File: config.mk
export PLATFORM = sky130hd
export DESIGN_NAME = qg_gate_unit
export DESIGN_NICKNAME = d
export VERILOG_FILES = /design/src/rtl/qg_pkg.sv /design/src/rtl/qg_smul.sv /design/src/rtl/qg_sadd.sv /design/src/rtl/qg_stage_mul.sv /design/src/rtl/qg_stage_sum.sv /design/src/rtl/qg_gate_unit.sv
export SDC_FILE = /design/constraint.sdc
export NUM_CORES = 2
export LEC_CHECK = 0
export BUFFER_PORTS_ARGS = -buffer_cell sky130_fd_sc_hd__buf_2
export CAP_MARGIN = 25
export CORE_MARGIN = 5
export CORE_UTILIZATION = 35
export DETAILED_ROUTE_END_ITERATION = 6
export PLACE_DENSITY = 0.54
export SLEW_MARGIN = 20
export SYNTH_ARGS = -nofsm -noshare
export SYNTH_HDL_FRONTEND = slang
export SYNTH_SLANG_ARGS = --single-unit
File: constraint.sdc
create_clock -name clk -period 8.7 [get_ports clk]
set_clock_uncertainty 0.1 [all_clocks]
set_input_delay 0.87 -clock clk [delete_from_list [all_inputs] [get_ports clk]]
set_output_delay 0.87 -clock clk [all_outputs]
set_load 0.03 [all_outputs]
File: src/rtl/qg_pkg.sv
package qg_pkg;

  typedef enum logic [1:0] {
    OP_HAD = 2'b00,
    OP_PHS = 2'b01,
    OP_SWP = 2'b10,
    OP_NEG = 2'b11
  } qg_op_e;

  // floor(sqrt(v)) by bitwise search
  function automatic longint unsigned isqrt_floor(input longint unsigned v);
    longint unsigned res;
    longint unsigned cand;
    res = 0;
    for (int i = 31; i >= 0; i--) begin
      cand = res | (64'd1 << i);
      if (cand * cand <= v) res = cand;
    end
    return res;
  endfunction

  // floor(2^frac / sqrt2) = floor(sqrt(2^(2*frac-1)))
  function automatic longint unsigned inv_root2(input int frac);
    return isqrt_floor(64'd1 << (2 * frac - 1));
  endfunction

endpackage

File: src/rtl/qg_smul.sv
module qg_smul #(
  parameter int FRAC = 16,
  localparam int M = FRAC + 1,
  localparam int W = FRAC + 2
) (
  input  logic [W-1:0] a,
  input  logic [W-1:0] b,
  output logic [W-1:0] p
);
  logic [2*M-1:0] full;
  logic [2*M-1:0] shifted;
  logic           ovf;
  logic [M-1:0]   mag;

  always_comb begin
    full    = a[M-1:0] * b[M-1:0];
    shifted = full >> FRAC;
    ovf     = |shifted[2*M-1:M];
    mag     = ovf ? {M{1'b1}} : shifted[M-1:0];
    p       = {(a[W-1] ^ b[W-1]) & (|mag), mag};
  end
endmodule

File: src/rtl/qg_sadd.sv
module qg_sadd #(
  parameter int FRAC = 16,
  localparam int M = FRAC + 1,
  localparam int W = FRAC + 2
) (
  input  logic [W-1:0] a,
  input  logic [W-1:0] b,
  input  logic         sub,
  output logic [W-1:0] s
);
  logic signed [M+1:0] ta;
  logic signed [M+1:0] tb;
  logic signed [M+1:0] sum;
  logic        [M+1:0] absv;
  logic        [M-1:0] mag;

  always_comb begin
    ta   = a[W-1] ? -$signed({2'b00, a[M-1:0]}) : $signed({2'b00, a[M-1:0]});
    tb   = (b[W-1] ^ sub) ? -$signed({2'b00, b[M-1:0]}) : $signed({2'b00, b[M-1:0]});
    sum  = ta + tb;
    absv = sum[M+1] ? $unsigned(-sum) : $unsigned(sum);
    mag  = (|absv[M+1:M]) ? {M{1'b1}} : absv[M-1:0];
    s    = {sum[M+1], mag};
  end
endmodule

File: src/rtl/qg_stage_mul.sv
module qg_stage_mul
  import qg_pkg::*;
#(
  parameter int FRAC = 16,
  localparam int W = FRAC + 2,
  localparam int LANES = 4
) (
  input  logic                     clk,
  input  logic                     rst_n,
  input  logic                     in_valid,
  input  qg_op_e                   in_op,
  input  logic [LANES-1:0][W-1:0]  in_st,
  input  logic [W-1:0]             ph_cos,
  input  logic [W-1:0]             ph_sin,
  output logic                     s1_valid,
  output qg_op_e                   s1_op,
  output logic [LANES-1:0][W-1:0]  s1_raw,
  output logic [LANES-1:0][W-1:0]  s1_prod
);
  localparam logic [W-1:0] HCOEF = W'(inv_root2(FRAC));

  logic [LANES-1:0][W-1:0] mul_a;
  logic [LANES-1:0][W-1:0] mul_b;
  logic [LANES-1:0][W-1:0] prod_d;

  logic                    valid_n;
  qg_op_e                  op_n;
  logic [LANES-1:0][W-1:0] raw_n;
  logic [LANES-1:0][W-1:0] prod_n;

  // operand routing: lanes 0..3 = alpha re, alpha im, beta re, beta im
  always_comb begin
    mul_a = '0;
    mul_b = '0;
    case (in_op)
      OP_HAD: begin
        for (int i = 0; i < LANES; i++) begin
          mul_a[i] = in_st[i];
          mul_b[i] = HCOEF;
        end
      end
      OP_PHS: begin
        mul_a[0] = in_st[2]; mul_b[0] = ph_cos;
        mul_a[1] = in_st[3]; mul_b[1] = ph_sin;
        mul_a[2] = in_st[2]; mul_b[2] = ph_sin;
        mul_a[3] = in_st[3]; mul_b[3] = ph_cos;
      end
      default: begin
        mul_a = '0;
        mul_b = '0;
      end
    endcase
  end

  for (genvar g = 0; g < LANES; g++) begin : g_mul
    qg_smul #(.FRAC(FRAC)) u_mul (
      .a (mul_a[g]),
      .b (mul_b[g]),
      .p (prod_d[g])
    );
  end

  always_comb begin
    valid_n = in_valid;
    op_n    = s1_op;
    raw_n   = s1_raw;
    prod_n  = s1_prod;
    if (in_valid) begin
      op_n   = in_op;
      raw_n  = in_st;
      prod_n = prod_d;
    end
  end

  always_ff @(posedge clk or negedge rst_n) begin
    if (!rst_n) begin
      s1_valid <= 1'b0;
      s1_op    <= OP_HAD;
      s1_raw   <= '0;
      s1_prod  <= '0;
    end else begin
      s1_valid <= valid_n;
      s1_op    <= op_n;
      s1_raw   <= raw_n;
      s1_prod  <= prod_n;
    end
  end


  zero_prod_chk: assert property (@(posedge clk) disable iff (!rst_n)
    (in_valid && in_op == OP_HAD && in_st[0][W-2:0] == '0) |=> s1_prod[0][W-2:0] == '0);
endmodule

File: src/rtl/qg_stage_sum.sv
module qg_stage_sum
  import qg_pkg::*;
#(
  parameter int FRAC = 16,
  localparam int W = FRAC + 2,
  localparam int LANES = 4
) (
  input  logic                     clk,
  input  logic                     rst_n,
  input  logic                     s1_valid,
  input  qg_op_e                   s1_op,
  input  logic [LANES-1:0][W-1:0]  s1_raw,
  input  logic [LANES-1:0][W-1:0]  s1_prod,
  output logic                     out_valid,
  output logic [LANES-1:0][W-1:0]  out_st
);
  logic [LANES-1:0][W-1:0] add_a;
  logic [LANES-1:0][W-1:0] add_b;
  logic [LANES-1:0]        add_sub;
  logic [LANES-1:0][W-1:0] add_s;
  logic [LANES-1:0][W-1:0] res;
  logic                    valid_n;
  logic [LANES-1:0][W-1:0] st_n;

  always_comb begin
    add_a   = '0;
    add_b   = '0;
    add_sub = '0;
    case (s1_op)
      OP_HAD: begin
        add_a[0] = s1_prod[0]; add_b[0] = s1_prod[2]; add_sub[0] = 1'b0;
        add_a[1] = s1_prod[1]; add_b[1] = s1_prod[3]; add_sub[1] = 1'b0;
        add_a[2] = s1_prod[0]; add_b[2] = s1_prod[2]; add_sub[2] = 1'b1;
        add_a[3] = s1_prod[1]; add_b[3] = s1_prod[3]; add_sub[3] = 1'b1;
      end
      OP_PHS: begin
        add_a[2] = s1_prod[0]; add_b[2] = s1_prod[1]; add_sub[2] = 1'b1;
        add_a[3] = s1_prod[2]; add_b[3] = s1_prod[3]; add_sub[3] = 1'b0;
      end
      default: begin
        add_a   = '0;
        add_b   = '0;
        add_sub = '0;
      end
    endcase
  end

  for (genvar g = 0; g < LANES; g++) begin : g_add
    qg_sadd #(.FRAC(FRAC)) u_add (
      .a   (add_a[g]),
      .b   (add_b[g]),
      .sub (add_sub[g]),
      .s   (add_s[g])
    );
  end

  always_comb begin
    case (s1_op)
      OP_HAD:  res = add_s;
      OP_PHS:  res = {add_s[3], add_s[2], s1_raw[1], s1_raw[0]};
      OP_SWP:  res = {s1_raw[1], s1_raw[0], s1_raw[3], s1_raw[2]};
      default: res = {~s1_raw[3][W-1], s1_raw[3][W-2:0],
                      ~s1_raw[2][W-1], s1_raw[2][W-2:0],
                      s1_raw[1], s1_raw[0]};
    endcase
  end

  always_comb begin
    valid_n = s1_valid;
    st_n    = out_st;
    if (s1_valid) st_n = res;
  end

  always_ff @(posedge clk or negedge rst_n) begin
    if (!rst_n) begin
      out_valid <= 1'b0;
      out_st    <= '0;
    end else begin
      out_valid <= valid_n;
      out_st    <= st_n;
    end
  end


  swap_exact_chk: assert property (@(posedge clk) disable iff (!rst_n)
    (s1_valid && s1_op == OP_SWP) |=>
      (out_st[0] == $past(s1_raw[2]) && out_st[1] == $past(s1_raw[3]) &&
       out_st[2] == $past(s1_raw[0]) && out_st[3] == $past(s1_raw[1])));


  neg_beta_chk: assert property (@(posedge clk) disable iff (!rst_n)
    (s1_valid && s1_op == OP_NEG) |=>
      (out_st[2][W-1] != $past(s1_raw[2][W-1]) && out_st[3][W-1] != $past(s1_raw[3][W-1]) &&
       out_st[2][W-2:0] == $past(s1_raw[2][W-2:0]) && out_st[1:0] == $past(s1_raw[1:0])));


  phase_alpha_chk: assert property (@(posedge clk) disable iff (!rst_n)
    (s1_valid && s1_op == OP_PHS) |=> out_st[1:0] == $past(s1_raw[1:0]));


  idle_hold_chk: assert property (@(posedge clk) disable iff (!rst_n)
    !s1_valid |=> $stable(out_st));
endmodule

File: src/rtl/qg_gate_unit.sv
module qg_gate_unit
  import qg_pkg::*;
#(
  parameter int FRAC = 16,
  localparam int W = FRAC + 2,
  localparam int LANES = 4
) (
  input  logic         clk,
  input  logic         rst_n,
  input  logic         in_valid,
  input  logic [1:0]   in_op,
  input  logic [W-1:0] in_are,
  input  logic [W-1:0] in_aim,
  input  logic [W-1:0] in_bre,
  input  logic [W-1:0] in_bim,
  input  logic [W-1:0] ph_cos,
  input  logic [W-1:0] ph_sin,
  output logic         out_valid,
  output logic [W-1:0] out_are,
  output logic [W-1:0] out_aim,
  output logic [W-1:0] out_bre,
  output logic [W-1:0] out_bim
);
  logic [1:0]              rst_sync;
  logic                    rst_q;
  logic [LANES-1:0][W-1:0] in_st;
  logic                    s1_valid;
  qg_op_e                  s1_op;
  logic [LANES-1:0][W-1:0] s1_raw;
  logic [LANES-1:0][W-1:0] s1_prod;
  logic [LANES-1:0][W-1:0] out_st;

  // reset asserted asynchronously, released on the clock
  always_ff @(posedge clk or negedge rst_n) begin
    if (!rst_n) rst_sync <= 2'b00;
    else        rst_sync <= {rst_sync[0], 1'b1};
  end
  assign rst_q = rst_sync[1];

  assign in_st = {in_bim, in_bre, in_aim, in_are};

  qg_stage_mul #(.FRAC(FRAC)) u_mul (
    .clk      (clk),
    .rst_n    (rst_q),
    .in_valid (in_valid),
    .in_op    (qg_op_e'(in_op)),
    .in_st    (in_st),
    .ph_cos   (ph_cos),
    .ph_sin   (ph_sin),
    .s1_valid (s1_valid),
    .s1_op    (s1_op),
    .s1_raw   (s1_raw),
    .s1_prod  (s1_prod)
  );

  qg_stage_sum #(.FRAC(FRAC)) u_sum (
    .clk       (clk),
    .rst_n     (rst_q),
    .s1_valid  (s1_valid),
    .s1_op     (s1_op),
    .s1_raw    (s1_raw),
    .s1_prod   (s1_prod),
    .out_valid (out_valid),
    .out_st    (out_st)
  );

  assign out_are = out_st[0];
  assign out_aim = out_st[1];
  assign out_bre = out_st[2];
  assign out_bim = out_st[3];


  latency_chk: assert property (@(posedge clk) disable iff (!rst_q)
    in_valid |=> ##1 out_valid);


  no_spurious_chk: assert property (@(posedge clk) disable iff (!rst_q)
    !in_valid |=> ##1 !out_valid);
endmodule

==> impl_metrics.ini <==
[die]
die_area_mm2 = 0.1689
die_w_um = 410.9
initial_core_util_pct = 35.12
std_cell_rows = 147
io_pins = 186
fp.coreArea_mm2 = 0.1602
die_height_um = 410.9

[detailed_routing]
viasPerCell = 5.242
ant_nets = 0
routed_wl_um = 201300
via_count = 47480
dr.pass1.iters = 6
first_iter_violations = 3905
post_drt_wl_per_cell_um = 22.22
remaining_drc_errors = 0

[timing]
rsz0062_at_grt = no
fmax_mhz = 120.0
hold-worst-slack_ns = 0.1505
setup_viol = 0
tightest_slew_ns = 1.207
fin_crit_sh_pct = 95.77
fin_setup_tns_ns = 0
period_needed_ns = 8.332
maxSlewHeadroom_pct = 18.52
drv_slew = 0
hold_violations = 0

[yosys]
yosysTopAreaCell = fa_1
yosysSeqAreaShare_pct = 9.874
avgSynthCellArea_um2 = 8.248
netlist_instances = 6821
synth-edff-count = 0
synthesis.area_mm2 = 0.05626
synthFlopType = dfrtp_1
ys_async_sr_fraction_pct = 100.0
ys_seq_elements = 222
syn-num-nets = 8334
netlist.area_leader.share_pct = 31.74
synth_cell_types = 99
yosysWarnings = 0
yosys-top-cells-area = fa_1 (32%), ha_1 (11%), dfrtp_1 (9.9%)
synthTopCellsByCount = inv_1 (1143), nand2_1 (903), fa_1 (892), nor2_1 (663), ha_1 (508)
yosysMostFrequentCell = inv_1

[clocking]
root_buffer = clkbuf_16
cts_buffer_depth = 3
cts_buffers = 27
cts_tree = done
path_clk_slew_ns = 0.08
cts.sinks = 222
insertion_delay_ns = 0.60
ctsHtreeMaxLevel = 1
cts_setup_buffers = 0

[critical_path]
crit_required_ns = 9.02
worstSetupEndpointType = flop
critPathArrivalTime_ns = 8.65
cp_max_fo = 18
ff2ff_path_depth = 18
r2r-end = u_sum.out_st[36]$_DFFE_PN0P_
crit_type = in -> reg
r2r_start = u_mul.s1_op[0]$_DFFE_PN0P_
r2r_slack_ns = 1.60
worstSetupStartpointType = input port

[final_layout]
area_delta_synth_final_pct = 9.067
stdcell_count = 9059
drive_above_1_share_pct = 10.14
stdcell_area_mm2 = 0.06136
num-nets-final = 8388

[global_route]
grt_max_degree = 158
grt_use_total_pct = 23.59
grt_pass1_vias = 48630
grt_pass1_wl_um = 305300
antenna_found_initial = 19
grt_overflow = 0

[power_and_ir_drop]
p_leak_nw = 30.62
powerDensity_mw_per_mm2 = 212.7
peakVddDrop_v = 0.0002203

[run_status]
outcome = finished, final reports clean

[place]
hpwl_um = 167900
port_buffers = 185
gp_congestion = 0.9505
placedCellCount = 9003
dpl_cell_area_mm2 = 0.06035

[flow_run]
maxCapViolCount = 0

[hold_path]
hp-class = reg -> async
==> logic make-up after synthesis <==
logic type / share of synthesized area, %
flops: 9.874
xor+xnor: 4.795
buf+inv: 10.50
simple gates: 17.77
compound gates: 10.39
other cells: 0.006665
mux: 3.634
fa+ha+maj: 43.04
==> cells in the final DEF (no fill, tap or decap), types with 81 or more instances in the layout <==
cell / instances
inv_1: 1143
nand2_1: 902
fa_1: 892
nor2_1: 661
ha_1: 508
a21oi_1: 246
buf_4: 236
dfrtp_1: 218
and3_1: 185
buf_2: 182
xnor2_1: 171
o21ai_0: 165
xor2_1: 137
and2_1: 114
mux2_2: 106
a31oi_1: 89
mux2i_1: 81
==> sequential cells by signal, indices dropped and copies added (netlist names) <==
signal / cells
u_mul.s1_prod: 72
u_mul.s1_raw: 72
u_sum.out_valid: 1
u_sum.out_st: 72
u_mul.s1_op: 2
rst_sync: 2
u_mul.s1_valid: 1
==> through the flow <==
step	power (mW)	util, %	setup WS [ns]
2_1_floorplan	8.423	-	0.1236
3_3_place_gp	11.69	37.67	-0.2506
3_5_place_dp	11.76	37.67	-0.3333
4_1_cts	13.06	38.25	0.2751
5_1_grt	14.15	38.30	0.001186
6_report	13.05	38.30	0.3676
==> worst max-delay path by stage <==
stage / slack, ns / endpoint / start
6_report: 0.37 / u_mul.s1_prod[28]$_DFFE_PN0P_ / in_op[0]
2_1_floorplan: 0.12 / u_mul.s1_prod[24]$_DFFE_PN0P_ / in_op[0]
5_1_grt: 0.001 / u_mul.s1_prod[17]$_DFFE_PN0P_ / in_op[0]
3_3_place_gp: -0.25 / u_mul.s1_prod[54]$_DFFE_PN0P_ / in_op[0]
3_5_place_dp: -0.33 / u_mul.s1_prod[71]$_DFFE_PN0P_ / in_op[0]
4_1_cts: 0.28 / u_mul.s1_prod[71]$_DFFE_PN0P_ / in_op[0]
==> per-layer routing <==
metal	part of all wire [%]	routed length, um	track usage, %
met5	0.029	59	0
met1	43	87220	32.28
met4	4.0	8104	7.269
met2	45	90340	38.10
met3	7.7	15580	4.226
==> critical path: stages <==
cell and delay [ns]:
buf_4 0.34, mux2i_1 0.39, nor2_1 0.81, nand3_1 0.23
fa_1 0.57, inv_1 0.06, fa_1 0.45, fa_1 0.50
fa_1 0.51, fa_1 0.50, inv_1 0.05, fa_1 0.53
inv_1 0.06, ha_1 0.36, nand3_1 0.15, o41ai_1 0.43
a21o_1 0.15, inv_1 0.05, a21oi_1 0.27, nor4_1 0.12
nor4b_1 0.40, o21a_1 0.23, o41a_1 0.16, xnor2_1 0.17
buf_12 0.18, a31oi_1 0.08
==> power by group <==
group | total (mW) | switching, mW | internal (mW)
clock | 1.21 | 0.531 | 0.681
sequential | 1.93 | 0.616 | 1.32
combinational | 9.91 | 6.18 | 3.73
total | 13.1 | 7.33 | 5.73
==> final cells by class <==
class	instances	area (um^2)
inverters	1143	4290
flip-flops and latches	222	5570
clock buffers	35	755.7
repair buffers	434	2985
well taps	2160	2703
fillers	16480	98840
clock inverters	14	162.7
diodes	4	10.01
multi-input cells	5047	44890
==> repair_timing <==
| action | 4_1_cts | 5_1_grt |
|---|---|---|
| setup endpoints to repair | 0 | 20 |
| hold buffers | 1 | 0 |
| resized for setup | 0 | 9 |
| endpoints found under the hold margin | 2 | 0 |
Note: power is estimated with default switching activity, not from simulation.
